File: src/rtl/mfe_pkg.sv
// Shared types and constants for the Manchester frame encoder.
// Assumes: line levels are encoded as idle / positive / negative.
package mfe_pkg;
    typedef enum logic [1:0] {
        LVL_IDLE = 2'd0,
        LVL_POS  = 2'd1,
        LVL_NEG  = 2'd2
    } lvl_e;

    // Bit periods taken by the sync character.
    localparam int SYNC_BITS = 3;
    // Smallest frame-length code (K = 2); smaller codes clamp to it.
    localparam int MIN_CODE  = 5;
endpackage

File: src/rtl/mfe_prescale.sv
// Prescaler: divides the fast clock by DIV to make the half-bit strobe
// and a square wave for other logic.
// Assumes: DIV >= 2; rst_n is synchronous.
module mfe_prescale #(
    parameter int DIV = 6
) (
    input  logic clk,
    input  logic rst_n,
    output logic tick,
    output logic div_out
);
    localparam int CW = (DIV > 1) ? $clog2(DIV) : 1;
    localparam logic [CW-1:0] TOP  = CW'(DIV - 1);
    localparam logic [CW-1:0] HALF = CW'(DIV / 2);

    logic [CW-1:0] cnt;

    // Counts clocks from 0 to DIV-1, then wraps.
    always_ff @(posedge clk) begin
        if (!rst_n)          cnt <= '0;
        else if (cnt == TOP) cnt <= '0;
        else                 cnt <= cnt + 1'b1;
    end

    assign tick    = (cnt == TOP);
    assign div_out = (cnt < HALF);

    // Checker: counts the clocks between strobes on its own.
    logic [CW:0] gap;
    logic        seen;
    always_ff @(posedge clk) begin
        if (!rst_n) begin
            gap  <= '0;
            seen <= 1'b0;
        end else if (tick) begin
            gap  <= '0;
            seen <= 1'b1;
        end else begin
            gap  <= gap + 1'b1;
        end
    end

    assert_tick_gap_R1: assert property (@(posedge clk) disable iff (!rst_n)
        (seen && tick) |-> (gap == (CW+1)'(DIV - 1)));
endmodule

File: src/rtl/mfe_seq.sv
// Frame sequencer: makes the shift clock, counts bit periods of a cycle,
// latches sync type, parity sense and frame length, samples serial data
// and builds the parity bit.
// Assumes: tick is a one-clock strobe per half bit; abort is sampled on
// every clock and applied at the next tick.
module mfe_seq #(
    parameter int CODE_W = 5
) (
    input  logic              clk,
    input  logic              rst_n,
    input  logic              tick,
    input  logic              enable,
    input  logic              sync_sel,
    input  logic              par_odd,
    input  logic [CODE_W-1:0] cnt_code,
    input  logic              abort,
    input  logic              serial_in,
    output logic              shclk,
    output logic              send_data,
    output logic              busy,
    output logic [CODE_W-1:0] t_o,
    output logic              cmd_o,
    output logic              hold_o,
    output logic              par_act_o,
    output logic              par_val_o
);
    import mfe_pkg::*;

    localparam logic [CODE_W-1:0] MINC   = CODE_W'(MIN_CODE);
    localparam logic [CODE_W-1:0] SEND_1 = CODE_W'(SYNC_BITS);

    logic              phase, cmd_q, odd_q, smp, hold, acc, par_act, par_val;
    logic              abort_pend;
    logic [CODE_W-1:0] t_q, last_q, eff_code;
    logic              at_last, do_abort;

    assign eff_code  = (cnt_code < MINC) ? MINC : cnt_code;
    assign at_last   = busy && (t_q == last_q);
    assign send_data = busy && (t_q >= SEND_1) && (t_q < last_q);
    assign do_abort  = abort_pend | abort;

    // Holds an abort request until the next half-bit strobe.
    always_ff @(posedge clk) begin
        if (!rst_n)     abort_pend <= 1'b0;
        else if (tick)  abort_pend <= 1'b0;
        else if (abort) abort_pend <= 1'b1;
    end

    // Moves the cycle forward one half bit on each strobe.
    always_ff @(posedge clk) begin
        if (!rst_n) begin
            phase   <= 1'b0;
            busy    <= 1'b0;
            t_q     <= '0;
            last_q  <= MINC;
            cmd_q   <= 1'b0;
            odd_q   <= 1'b0;
            smp     <= 1'b0;
            hold    <= 1'b0;
            acc     <= 1'b0;
            par_act <= 1'b0;
            par_val <= 1'b0;
        end else if (tick) begin
            if (do_abort) begin
                phase   <= 1'b0;
                busy    <= 1'b0;
                t_q     <= '0;
                smp     <= 1'b0;
                hold    <= 1'b0;
                acc     <= 1'b0;
                par_act <= 1'b0;
            end else if (!phase) begin
                // Mid bit, rising shift-clock edge: sample the inputs.
                phase <= 1'b1;
                if (busy && t_q == '0) cmd_q <= sync_sel;
                if (send_data) begin
                    smp <= serial_in;
                    acc <= acc ^ serial_in;
                end
            end else begin
                // Bit boundary, falling shift-clock edge.
                phase   <= 1'b0;
                hold    <= smp;
                par_act <= at_last;
                if (at_last) begin
                    par_val <= acc ^ odd_q;
                    acc     <= 1'b0;
                end
                if (enable && (!busy || at_last)) begin
                    busy   <= 1'b1;
                    t_q    <= '0;
                    last_q <= eff_code;
                    odd_q  <= par_odd;
                end else if (at_last) begin
                    busy <= 1'b0;
                    t_q  <= '0;
                end else if (busy) begin
                    t_q <= t_q + 1'b1;
                end
            end
        end
    end

    assign shclk     = phase;
    assign t_o       = t_q;
    assign cmd_o     = cmd_q;
    assign hold_o    = hold;
    assign par_act_o = par_act;
    assign par_val_o = par_val;

    assert_shclk_toggle_R2: assert property (@(posedge clk) disable iff (!rst_n)
        (tick && !do_abort) |=> (shclk != $past(shclk)));
    assert_count_bound_R3: assert property (@(posedge clk) disable iff (!rst_n)
        busy |-> (t_q <= last_q && last_q >= MINC));
    assert_send_on_fall_R5: assert property (@(posedge clk) disable iff (!rst_n)
        $rose(send_data) |-> !shclk);
endmodule

File: src/rtl/mfe_line.sv
// Line former: works out the line level for the current half bit from
// the sequencer state and drives the two active-low bipolar outputs.
// Assumes: hold holds the bit sampled in the previous bit period.
module mfe_line #(
    parameter int CODE_W = 5
) (
    input  logic              busy,
    input  logic [CODE_W-1:0] t,
    input  logic              phase,
    input  logic              cmd,
    input  logic              hold,
    input  logic              par_act,
    input  logic              par_val,
    input  logic              drive_en,
    output logic              one_n,
    output logic              zero_n
);
    import mfe_pkg::*;

    localparam logic [CODE_W-1:0] DATA_1 = CODE_W'(SYNC_BITS + 1);

    lvl_e       lvl;
    logic [1:0] tm1;
    logic [2:0] sidx;

    assign tm1  = t[1:0] - 2'd1;
    assign sidx = {tm1, phase};

    // Chooses the level for this half bit: parity, sync, data or idle.
    always_comb begin
        lvl = LVL_IDLE;
        if (par_act) begin
            lvl = (par_val ^ phase) ? LVL_POS : LVL_NEG;
        end else if (busy && t != '0 && t < DATA_1) begin
            lvl = ((sidx < 3'd3) == cmd) ? LVL_POS : LVL_NEG;
        end else if (busy && t >= DATA_1) begin
            lvl = (hold ^ phase) ? LVL_POS : LVL_NEG;
        end
    end

    assign one_n  = !(drive_en && lvl == LVL_POS);
    assign zero_n = !(drive_en && lvl == LVL_NEG);
endmodule

File: src/rtl/manchester_frame_enc.sv
// Manchester II frame encoder top: prescaler, frame sequencer and line
// former.
// Assumes: clk runs at DIV times the half-bit rate; rst_n is
// synchronous and active low.
module manchester_frame_enc #(
    parameter int DIV    = 6,
    parameter int CODE_W = 5
) (
    input  logic              clk,
    input  logic              rst_n,
    input  logic              enable,
    input  logic              sync_cmd,
    input  logic              par_odd,
    input  logic [CODE_W-1:0] frame_code,
    input  logic              abort,
    input  logic              drive_en,
    input  logic              serial_in,
    output logic              div_out,
    output logic              shift_clk,
    output logic              send_data,
    output logic              line_pos_n,
    output logic              line_neg_n
);
    logic              tick, busy, cmd, hold, par_act, par_val;
    logic [CODE_W-1:0] t;

    mfe_prescale #(.DIV(DIV)) u_pre (
        .clk(clk), .rst_n(rst_n), .tick(tick), .div_out(div_out)
    );

    mfe_seq #(.CODE_W(CODE_W)) u_seq (
        .clk(clk), .rst_n(rst_n), .tick(tick), .enable(enable),
        .sync_sel(sync_cmd), .par_odd(par_odd), .cnt_code(frame_code),
        .abort(abort), .serial_in(serial_in), .shclk(shift_clk),
        .send_data(send_data), .busy(busy), .t_o(t), .cmd_o(cmd),
        .hold_o(hold), .par_act_o(par_act), .par_val_o(par_val)
    );

    mfe_line #(.CODE_W(CODE_W)) u_line (
        .busy(busy), .t(t), .phase(shift_clk), .cmd(cmd), .hold(hold),
        .par_act(par_act), .par_val(par_val), .drive_en(drive_en),
        .one_n(line_pos_n), .zero_n(line_neg_n)
    );

    assert_no_overlap_R11: assert property (@(posedge clk) disable iff (!rst_n)
        (line_pos_n || line_neg_n));
    assert_idle_when_free_R9: assert property (@(posedge clk) disable iff (!rst_n)
        (!busy && !par_act) |-> (line_pos_n && line_neg_n));
endmodule

File: config.mk
export PLATFORM = sky130hd
export DESIGN_NAME = manchester_frame_enc
export DESIGN_NICKNAME = d
export VERILOG_FILES = /design/src/rtl/mfe_pkg.sv /design/src/rtl/mfe_prescale.sv /design/src/rtl/mfe_seq.sv /design/src/rtl/mfe_line.sv /design/src/rtl/manchester_frame_enc.sv
export SDC_FILE = /design/constraint.sdc
export NUM_CORES = 1
export LEC_CHECK = 0
export ABC_AREA = 0
export BUFFER_PORTS_ARGS = -buffer_cell sky130_fd_sc_hd__buf_2
export CORE_UTILIZATION = 45
export CTS_CLUSTER_SIZE = 30
export DETAILED_ROUTE_END_ITERATION = 8
export GPL_TIMING_DRIVEN = 0
export SLEW_MARGIN = 20
export SYNTH_ARGS = -nofsm -noshare
export SYNTH_HDL_FRONTEND = slang
export SYNTH_HIERARCHICAL = 1
export SYNTH_SLANG_ARGS = --single-unit
File: constraint.sdc
create_clock -name clk -period 5.2 [get_ports clk]
set_input_delay 1.04 -clock clk [delete_from_list [all_inputs] [get_ports clk]]
set_output_delay 1.04 -clock clk [all_outputs]
set_load 0.02 [all_outputs]
* Word level (Yosys, flattened, before mapping) *
Index checks and enable logic that the tools add are counted.

operators by class
  add/sub/neg operators = 3
  magnitude comparators = 7
  eq/ne operators = 7
  muxes and demuxes = 28
  bitwise logic cells = 8
  reduce and logical (&&, ||, !) cells = 30

operators with widths
  cell                                                                count
  2-to-1 mux 5 bit                                                    6
  2-to-1 mux 1 bit                                                    16
  2-to-1 mux 2 bit                                                    6
  AND reduction 3 bit                                                 4
  AND reduction 4 bit                                                 3
  logical AND 1 bit                                                   10
  < comparator 5 x 3 -> 1 bit (second input constant)                 2
  < comparator 3 x 2 -> 1 bit (second input constant)                 2
  nonzero test 3 bit                                                  2
  adder 5 x 1 -> 5 bit (second input constant)                        1
  equality test 5 bit                                                 1
  greater-or-equal comparator 5 x 2 -> 1 bit (second input constant)  1
  greater-or-equal comparator 5 x 3 -> 1 bit (second input constant)  1
  zero test 5 bit                                                     1
  < comparator 5 bit                                                  1
  nonzero test 5 bit                                                  1
  nonzero test 2 bit                                                  2
  nonzero test 4 bit                                                  1
  bitwise XOR 1 bit                                                   4
  adder 3 x 1 -> 3 bit (second input constant)                        1
  equality test 3 bit (second input constant)                         1
  zero test 1 bit                                                     3
  != test 3 bit (second input constant)                               1
  NOT 1 bit                                                           3
  9 further kinds                                                     9

word-level totals
  flip-flop bits (word level) = 23
  input port bits = 13
  output and inout port bits = 5
  word-level logic and storage cells = 96

* Depth between registers and ports, before layout *
Gate-level depths: netlist of the first run.

  depth after elaboration = 9
  depth in mapped cells = 8
  gate-level depth less buffers = 7

* By module *
The synthesis of the first run kept the hierarchy.

by module, submodules not included
  module        instances  cells an instance  area each (um^2)  seq. area each (um^2)
  mfe_seq       1          127                1089.8            400.4
  mfe_prescale  1          14                 145.1             60.1
  mfe_line      1          16                 132.6             0.0

* Worst setup path before layout of the first run *
Ideal clock, no wire load.

  path type = register to output
  from = register u_seq.t_q[0] (netlist: u_seq/t_o[0])
  to = output port line_neg_n
  arrival time = 1.651 ns
  data required time = 4.160 ns
  path slack = 2.509 ns
  cell stages (with the launch flop) = 7
  path buffers = 0
  path through = dfxtp_1 -> inv_1 -> ha_1 -> a21boi_1 -> xor2_1 -> and4b_1 -> o311ai_2

between the ends
  word-level cells in the longest chain between the ends = 9
  elaborated cells between the ends (all ways) = 16
  those cells by class = add/sub (1); order compare (3); eq/ne (2); mux (4); reduce/logical (6)

ends and longest elaborated chain
  element                      line                        text
  start: declaration           mfe_seq.sv:34               logic [CODE_W-1:0] t_q, last_q, eff_code;
  start signal: assignment     mfe_seq.sv:98               t_q <= t_q + 1'b1;
  subtractor 2 x 1 -> 2 bit    mfe_line.sv:26              assign tm1 = t[1:0] - 2'd1;
  < comparator 3 x 2 -> 1 bit  mfe_line.sv:35              lvl = ((sidx < 3'd3) == cmd) ? LVL_POS : LVL_NEG;
  equality test 1 bit          mfe_line.sv:35
  2-to-1 mux 2 bit             mfe_line.sv:35
  2-to-1 mux 2 bit (*)         mfe_line.sv:34              end else if (busy && t != '0 && t < DATA_1) begin
  2-to-1 mux 2 bit (*)         mfe_line.sv:32              if (par_act) begin
  equality test 2 bit (*)      mfe_line.sv:42              assign zero_n = !(drive_en && lvl == LVL_NEG);
  logical AND 1 bit (*)        mfe_line.sv:42
  zero test 1 bit (*)          mfe_line.sv:42
  end: declaration             manchester_frame_enc.sv:22  output logic line_neg_n

Mark *: on every way between the ends. The rest lies on a longest branch, timed or not.

* Worst setup path after layout of the first run *
Ends and elaborated chain as after synthesis.

==> results of run 1 <==
[stage by stage]
| step | hold slack (ps) | util | worst slack [ps] | cells |
|---|---|---|---|---|
| 2_1_floorplan | 433.1 | - | 2509 | 157 |
| 6_report | 478.2 | 0.5369 | 2065 | 209 |
| 5_1_grt | 498.1 | 0.5369 | 1903 | 209 |
| 4_1_cts | 479.8 | 0.5369 | 2032 | 209 |
| 3_5_place_dp | 460.8 | 0.5272 | 2406 | 205 |
| 3_3_place_gp | 445.0 | 0.5272 | 2454 | 205 |
[worst min-delay path by stage]
stage	end	depth (start not counted)
after CTS	u_seq/last_q[1]	2
final	u_seq/last_q[1]	2
after global placement	u_pre/cnt[0]	1
after floorplan	u_pre/cnt[0]	1
after detailed placement	u_seq/last_q[1]	2
after global routing	u_seq/last_q[1]	2
[logic make-up after synthesis]
kind of cell,count (synthesis)
buf+inv,18
compound gates,32
simple gates,59
fa+ha+maj,11
mux,6
xor+xnor,8
flops,23
[metal layers]
layer | global-route usage | share of wire
met5 | 0 | 0
met4 | 0.06272 | 0.0066
met3 | 0.02268 | 0.041
met2 | 0.3294 | 0.49
met1 | 0.2458 | 0.46
[sequential cells by signal, indices dropped and copies added (netlist names)]
register and cells:
u_pre/cnt 3, u_seq/smp 1, u_seq/busy 1, u_seq/hold_o 1, u_seq/acc 1, u_seq/cmd_o 1
u_seq/odd_q 1, u_seq/par_val_o 1, u_seq/abort_pend 1, u_seq/t_o 5, u_seq/par_act_o 1, u_seq/last_q 5
u_seq/shclk 1
[area by class of cell]
cell class | count | area (µm²)
fill | 280 | 1310
clock inverter | 1 | 5.005
tap | 31 | 38.79
multi-input combinational | 116 | 837.1
buffer | 4 | 17.52
sequential | 23 | 460.4
clock buffer | 3 | 22.52
timing repair buffer | 17 | 85.08
inverter | 14 | 52.55
[Yosys cell counts (2+ instances only)]
master	instances	area (µm²)
a211oi_1	2	15.01
o21ai_0	4	20.02
inv_1	14	52.55
xnor2_1	2	17.52
ha_1	11	137.6
nor4_1	2	12.51
nand4_1	2	12.51
clkbuf_1	2	7.510
nand2_1	11	41.29
o21a_1	4	30.03
nand3_1	6	30.03
nor2_1	18	67.56
a32oi_1	2	17.52
dfxtp_1	23	460.4
xor2_1	6	52.55
o21ai_1	4	20.02
nor3b_1	3	22.52
mux2i_1	5	50.05
nor3_1	3	15.01
a21oi_1	5	25.02
o22ai_1	2	12.51
[where the power goes]
group	internal, µW	switching [µW]
logic	11.0	15.3
clock network	28.7	54.3
registers	179	2.41
total	219	72.0
[critical path, stage by stage (launching register included)]
cell and delay [ps]:
dfxtp_1 490, inv_1 110, ha_1 300, a21boi_1 130, xor2_1 150, and4b_1 210, o311ai_2 190, buf_2 200
==> flow_metrics.env, run 1 <==
export IMPL_cts_max_level=1
export IMPL_firstDrtPassIters=6
export IMPL_viasPerCell=5.560
export IMPL_numPortBuffers=17
export IMPL_synth_edf_count=0
export IMPL_insertion_delay_ps=310
export IMPL_dpl_cell_area_um2=1491
export IMPL_post_cts_buffers=0
export IMPL_maxCapViolations=0
export IMPL_critical_path_class="register to output pin"
export IMPL_pin_count=18
export IMPL_core_um2=2829
export IMPL_grt_overflow_total=0
export IMPL_synth_fa_ha_area_frac=0.1006
export IMPL_wl_per_cell_um=13.07
export IMPL_wirelength_um=2731
export IMPL_ys_seq_area_frac=0.3367
export IMPL_die_h_um=57.13
export IMPL_leakagePower_uw=0.0006263
export IMPL_crit_path_end_kind="output pin"
export IMPL_finalPower_uw=290.6
export IMPL_rrSetupSlack_ps=3110
export IMPL_synth_compound_area_frac=0.1693
export IMPL_r2r_end="u_seq/last_q[2]"
export IMPL_rsz0062_at_grt="no"
export IMPL_cts_resized=0
export IMPL_layout_commonest_cell="dfxtp_1"
export IMPL_yosys_register_bits=23
export IMPL_grt_pass1_vias=1143
export IMPL_grt_pass1_wl_um=4885
export IMPL_finalHoldViolations=0
export IMPL_hold_start="u_seq/last_q[1]"
export IMPL_fin_crit_ps=3135
export IMPL_cts_made_buffers=3
export IMPL_worst_ep_required_time_ps=4160
export IMPL_r2r_start="u_pre/cnt[0]"
export IMPL_power_density_nw_per_um2=191.3
export IMPL_synth_top_family_by_area="simple AND/OR/NAND/NOR gates"
export IMPL_yosys_warnings=6
export IMPL_antenna_found_initial=0
export IMPL_synthDistinctLibCells=47
export IMPL_crit_path_start_kind="register"
export IMPL_dieArea_um2=3263
export IMPL_clkSinkCount=23
export IMPL_synth_area_um2=1368
export IMPL_synth_simple_area_share=0.2461
export IMPL_syn_inst=157
export IMPL_clockBufferDepth=2
export IMPL_vias=1162
export IMPL_grt_max_degree=14
export IMPL_min_period_over_period=0.6029
export IMPL_fin_area_um2=1519
export IMPL_grt_total_usage=0.1902
export IMPL_mostFrequentLayoutCells="dfxtp_1 (23), buf_2 (18), nor2_1 (18)"
export IMPL_hold_path_class="register to register"
export IMPL_final_setup_viol_count=0
export IMPL_syn_nets=181
export IMPL_drive_gt1_frac=0.1966
export IMPL_clk_pin_slew_ps=130
export IMPL_synth_ff_type="dfxtp_1"
export IMPL_crit_path_end="line_neg_n"
export IMPL_root_buffer="clkbuf_4"
export IMPL_synth_xor_xnor_area_share=0.05124
export IMPL_synth_area_per_cell_um2=8.711
export IMPL_drc=2
export IMPL_die_x_um=57.13
export IMPL_setup_tns_ps=0
export IMPL_worst_pin_slew_ps=558.8
export IMPL_detailed_place_hpwl_um=2161
export IMPL_drtIter0Drc=34
export IMPL_ant_nets=0
export IMPL_area_growth_pct=11.07
export IMPL_cts_hold_buf=0
export IMPL_fmax_ghz=0.3190
export IMPL_cp_startpoint="u_seq/t_o[0]"
export IMPL_maxSlewViolCount=0
export IMPL_finClkSkew_ps=2.607
export IMPL_violations="design-rule violations"
export IMPL_r2r_cells=7
export IMPL_diodes=0
export IMPL_tritoncts="yes"
export IMPL_initial_core_util=0.4834
export IMPL_nets=203
export IMPL_row_count=19
export IMPL_max_slew_margin_rel=0.6259
export IMPL_place_congestion=0.8076
export IMPL_outcome="complete, but fails checks"
export IMPL_synthMuxAreaShare=0.04483
export IMPL_vdd_ir_drop_max_mv=0.1095
export IMPL_cp_arrival_ps=2100
export IMPL_path_max_fanout=7
export IMPL_postSynth_asyncResetShare=0
No activity file was read; power rests on OpenSTA's default activity.
==> inputs of run 2 (changes only) <==
Settings changed: ABC_AREA 0 to 1, PLACE_DENSITY from default to 0.67.
Clock period 5.2 ns to 2.62 ns, I/O delays scaled along.
==> flow_metrics.env, run 2 <==
export IMPL_dieArea_um2=3502
export IMPL_grt_total_usage=0.1739
export IMPL_drc=0
export IMPL_path_max_fanout=8
export IMPL_synth_top_cell_by_area="dfxtp_1"
export IMPL_p_clk_frac=0.277
export IMPL_diodes=0
export IMPL_synth_area_top_cells="dfxtp_1 (31%), nand2_1 (13%), ha_1 (9.4%)"
export IMPL_tritoncts="yes"
export IMPL_hold_path_class="primary input to register"
export IMPL_dpl_cell_area_um2=1612
export IMPL_synth_edf_count=0
export IMPL_synth_top_area_frac=0.3129
export IMPL_firstDrtPassIters=4
export IMPL_yosys_top_cells_count="nand2_1 (49), inv_1 (26), dfxtp_1 (23), nor2_1 (22), ha_1 (11)"
export IMPL_grt_pass1_vias=1137
export IMPL_area_growth_pct=11.31
export IMPL_switching_power_uw=153.1
export IMPL_power_frac_comb=0.112
export IMPL_yosys_warnings=6
export IMPL_internal_power_uw=441.4
export IMPL_vdd_ir_drop_max_mv=0.2158
export IMPL_synth_area_um2=1471
export IMPL_outcome="complete, no violations"
export IMPL_crit_buf_inv=3
export IMPL_synthDistinctLibCells=28
export IMPL_ys_seq_area_frac=0.3129
export IMPL_maxCapViolations=0
export IMPL_initial_core_util=0.4780
export IMPL_nets=252
export IMPL_crit_path_max_incr_delay_ps=500
export IMPL_final_setup_viol_count=0
export IMPL_pwr_share_seq=0.611
export IMPL_crit_path_end_kind="output pin"
export IMPL_finalHoldViolations=0
export IMPL_max_slew_margin_rel=0.7683
export IMPL_wl_per_cell_um=9.690
export IMPL_dpl_cell_count=267
export IMPL_insertion_delay_ps=310
export IMPL_synth_area_per_cell_um2=7.143
export IMPL_place_congestion=0.7874
export IMPL_syn_inst=206
export IMPL_viasPerCell=4.609
export IMPL_detailed_place_hpwl_um=2138
export IMPL_row_count=20
export IMPL_power_density_nw_per_um2=363.0
export IMPL_crit_path_cell_trace="ha_1 > inv_1 > nand2_1 > nor2_1 > nor2_1 > nand2_1 > inv_1 > buf_2"
export IMPL_fmax_ghz=0.4392
export IMPL_drtIter0Drc=49
export IMPL_cts_resized=0
export IMPL_pin_count=18
export IMPL_numPortBuffers=17
export IMPL_critical_path_class="register to output pin"
export IMPL_crit_path_start_kind="register"
export IMPL_maxSlewViolCount=0
export IMPL_yosys_register_bits=23
export IMPL_die_x_um=59.18
export IMPL_setup_tns_ps=0
export IMPL_rsz0062_at_grt="no"
export IMPL_cp_arrival_ps=1750
export IMPL_clk_pin_slew_ps=130
export IMPL_clkSinkCount=23
export IMPL_drive_gt1_frac=0.2115
export IMPL_layout_commonest_cell="nand2_1"
export IMPL_leakagePower_uw=0.0007448
export IMPL_core_um2=3078
export IMPL_mostFrequentLayoutCells="nand2_1 (49), inv_1 (26), dfxtp_1 (23)"
export IMPL_grt_overflow_total=0
export IMPL_vias=1249
export IMPL_clockBufferDepth=2
export IMPL_worst_pin_slew_ps=346.5
export IMPL_fin_area_um2=1638
export IMPL_post_cts_buffers=0
export IMPL_grt_max_degree=13
export IMPL_yosysMostFrequentCell="nand2_1"
export IMPL_antenna_found_initial=0
export IMPL_grt_pass1_wl_um=4629
export IMPL_cts_made_buffers=3
export IMPL_finClkSkew_ps=7.959
export IMPL_critPathTopFamily="flip-flops"
export IMPL_min_period_over_period=0.8691
export IMPL_worst_ep_required_time_ps=2100
export IMPL_switching_share=0.2575
export IMPL_cts_max_level=1
export IMPL_root_buffer="clkbuf_4"
export IMPL_final_cells=271
export IMPL_wirelength_um=2626
export IMPL_postSynth_asyncResetShare=0
export IMPL_cts_hold_buf=0
export IMPL_ant_nets=0
export IMPL_cpMaxStageDelayCell="dfxtp_1"
export IMPL_fin_crit_ps=2277
export IMPL_die_h_um=59.18
export IMPL_synth_ff_type="dfxtp_1"
export IMPL_syn_nets=230
[run 2: layout make-up]
type	count	area [µm²]
Tap cell	44	55.05
Buffer	2	18.77
Clock buffer	4	26.28
Multi-Input combinational cell	149	872.1
Inverter	32	120.1
Sequential cell	23	460.4
Timing Repair Buffer	17	85.08
Fill cell	321	1440
[run 2: worst register-to-register path, cell delays in order, from the launching register on]
cell	delay (ps)
dfxtp_1	500
ha_1	280
nand2_1	80
nor2_1	40
nand2_1	80
nor2_1	60
inv_1	190
nand3_2	100
o21ai_2	160
inv_1	100
nor2_1	80
[run 2: routing by layer]
metal,global-route usage,share of wire
met5,0,0
met2,0.3050,0.45
met4,0.06122,0.0076
met1,0.2143,0.51
met3,0.02620,0.034
[run 2: cells by family (layout without fill, tap and decap cells)]
logic type,after synthesis,after routing,synth area share
flip-flops,23,23,0.3129
XOR/XNOR,5,5,0.02976
adder cells (fa/ha/maj),11,11,0.09354
AND/OR/NAND/NOR,107,107,0.3580
AO/OA/AOI/OAI,26,26,0.1114
buffers and inverters,34,55,0.09438
[run 2: worst paths after layout]
| check | from | endpoint | slack (ps) | cells after the start |
|---|---|---|---|---|
| max | u_seq/t_o[1] | send_data | 340 | 8 |
| min | par_odd | u_seq/odd_q | 440 | 3 |
| max reg2reg | u_seq/t_o[1] | u_seq/t_o[2] | 890 | 10 |
| min reg2reg | u_seq/last_q[4] | u_seq/last_q[4] | 470 | 2 |
[run 2: power by group through the flow]
| stage | registers [µW] | logic (µW) | clock network (µW) |
|---|---|---|---|
| 5_1_grt | 365 | 77.0 | 190 |
| 6_report | 363 | 66.6 | 165 |
| 3_3_place_gp | 371 | 66.7 | 0 |
| 2_1_floorplan | 370 | 44.9 | 0 |
| 3_5_place_dp | 371 | 67.1 | 0 |
| 4_1_cts | 363 | 67.2 | 176 |
[run 2: metrics by stage]
| step | setup slack [ps] | hold WS [ps] | utilization | power [µW] |
|---|---|---|---|---|
| final | 343.0 | 436.6 | 0.5321 | 594.5 |
| after global routing | 104.5 | 445.6 | 0.5321 | 631.3 |
| after CTS | 322.7 | 427.4 | 0.5321 | 606.2 |
| after detailed placement | 692.4 | 450.9 | 0.5236 | 438.1 |
| after global placement | 720.7 | 449.1 | 0.5236 | 437.5 |
| after floorplan | 864.1 | 432.5 | - | 415.0 |
==> inputs of run 3 (changes only) <==
Settings changed: CTS_BUF_LIST from default to sky130_fd_sc_hd__clkbuf_8.
==> flow_metrics.env, run 3 (same netlist as run 2, synthesis figures left out) <==
export IMPL_root_buffer="clkbuf_8"
export IMPL_mostFrequentLayoutCells="nand2_1 (49), inv_1 (27), dfxtp_1 (23)"
export IMPL_setup_tns_ps=0
export IMPL_hold_path_class="register to register"
export IMPL_critical_path_class="register to output pin"
export IMPL_drive_gt1_frac=0.2115
export IMPL_p_clk_frac=0.338
export IMPL_power_density_nw_per_um2=391.2
export IMPL_tritoncts="yes"
export IMPL_worst_pin_slew_ps=346.2
export IMPL_regArea_um2=460.4
export IMPL_detailed_place_hpwl_um=2138
export IMPL_clk_pin_slew_ps=80
export IMPL_area_growth_pct=12.59
export IMPL_maxCapViolations=0
export IMPL_crit_path_max_incr_delay_ps=460
export IMPL_worst_ep_required_time_ps=2100
export IMPL_crit_path_start_kind="register"
export IMPL_finClkSkew_ps=1.533
export IMPL_diodes=0
export IMPL_dpl_cell_area_um2=1612
export IMPL_drtIter0Drc=45
export IMPL_fin_area_um2=1657
export IMPL_wirelength_um=2643
export IMPL_finalHoldViolations=0
export IMPL_cts_resized=0
export IMPL_layout_commonest_cell="nand2_1"
export IMPL_die_x_um=59.18
export IMPL_switching_share=0.2495
export IMPL_power_frac_comb=0.103
export IMPL_cts_hold_buf=0
export IMPL_cp_arrival_ps=1680
export IMPL_cpMostUsedCell="nand2_1"
export IMPL_die_h_um=59.18
export IMPL_pwr_share_seq=0.559
export IMPL_grt_overflow_total=0
export IMPL_crit_path_cell_trace="ha_1 > nand2_1 > a21oi_1 > nor2_1 > nand2_1 > inv_1 > buf_2"
export IMPL_drc=0
export IMPL_numPortBuffers=17
export IMPL_row_count=20
export IMPL_rsz0062_at_grt="no"
export IMPL_grt_max_degree=13
export IMPL_cpMaxStageDelayCell="dfxtp_1"
export IMPL_final_setup_viol_count=0
export IMPL_clkSinkCount=23
export IMPL_path_max_fanout=6
export IMPL_grt_pass1_vias=1147
export IMPL_fillCellCount=322
export IMPL_crit_path_end_kind="output pin"
export IMPL_antenna_found_initial=0
export IMPL_clockBufferDepth=2
export IMPL_post_cts_buffers=0
export IMPL_vias=1256
export IMPL_fmax_ghz=0.4535
export IMPL_grt_total_usage=0.1789
export IMPL_firstDrtPassIters=4
export IMPL_outcome="complete, no violations"
export IMPL_switching_power_uw=161.7
export IMPL_min_period_over_period=0.8416
export IMPL_initial_core_util=0.4780
export IMPL_vdd_ir_drop_max_mv=0.2509
export IMPL_multi_input_area_um2=872.1
export IMPL_core_um2=3078
export IMPL_cts_made_buffers=3
export IMPL_viasPerCell=4.635
export IMPL_internal_power_uw=486.4
export IMPL_grt_pass1_wl_um=4692
export IMPL_pin_count=18
export IMPL_insertion_delay_ps=270
export IMPL_max_slew_margin_rel=0.7685
export IMPL_place_congestion=0.7874
export IMPL_ant_nets=0
export IMPL_leakagePower_uw=0.0007567
export IMPL_wl_per_cell_um=9.753
export IMPL_maxSlewViolCount=0
export IMPL_dieArea_um2=3502
export IMPL_fin_crit_ps=2205
export IMPL_nets=252
export IMPL_cts_max_level=1
[run 3: cell types whose count changed in the layout (fill, tap and decap cells not counted), sizes merged]
cell    before  now
inv         32   33
clkbuf       5    4
[run 3: final timing paths]
check | startpoint | slack, ps | to | cells after the start
worst max register to register | u_seq/t_o[1] | 900 | u_seq/t_o[2] | 10
worst min register to register | u_seq/last_q[4] | 460 | u_seq/last_q[4] | 2
worst min-delay path | u_seq/last_q[4] | 460 | u_seq/last_q[4] | 2
worst max-delay path | u_seq/t_o[2] | 420 | send_data | 7
[run 3: cell type report]
type	count	area share
Buffer	2	0.01133
Clock inverter	1	0.002266
Tap cell	44	0.03323
Clock buffer	3	0.02492
Inverter	32	0.07251
Timing Repair Buffer	17	0.05136
Multi-Input combinational cell	149	0.5264
Sequential cell	23	0.2779
[run 3: critical path: cells and delay by family (launching register included)]
family / cells / cell delay [ps]
flops: 1 / 460
simple gates: 3 / 380
fa+ha+maj: 1 / 290
buf+inv: 2 / 240
compound gates: 1 / 50
[run 3: per-stage QoR]
step	total power (µW)	util	setup slack, ps	hold slack [ps]	std cells
6_report	648.1	0.5382	415.1	460.5	271
5_1_grt	686.3	0.5382	173.9	485.3	271
4_1_cts	661.8	0.5382	384.9	463.2	271
3_5_place_dp	438.1	0.5236	692.4	450.9	267
3_3_place_gp	437.5	0.5236	720.7	449.1	267
2_1_floorplan	415.0	-	864.1	432.5	206
[run 3: power groups by stage]
stage | Sequential [µW] | Clock [µW] | Combinational (µW)
floorplan | 370 | 0 | 44.9
global placement | 371 | 0 | 66.7
detailed placement | 371 | 0 | 67.1
CTS | 363 | 232 | 67.2
global route | 364 | 245 | 77.1
finish | 362 | 219 | 66.5
[run 3: routing by layer]
layer  track usage  up-vias  routed length [µm]
met3       0.03275        5                  94
met1        0.2129      529                1299
met4       0.08163        0                  52
li1              -      701                   -
met2        0.3098       21                1196
met5             0        -                   0
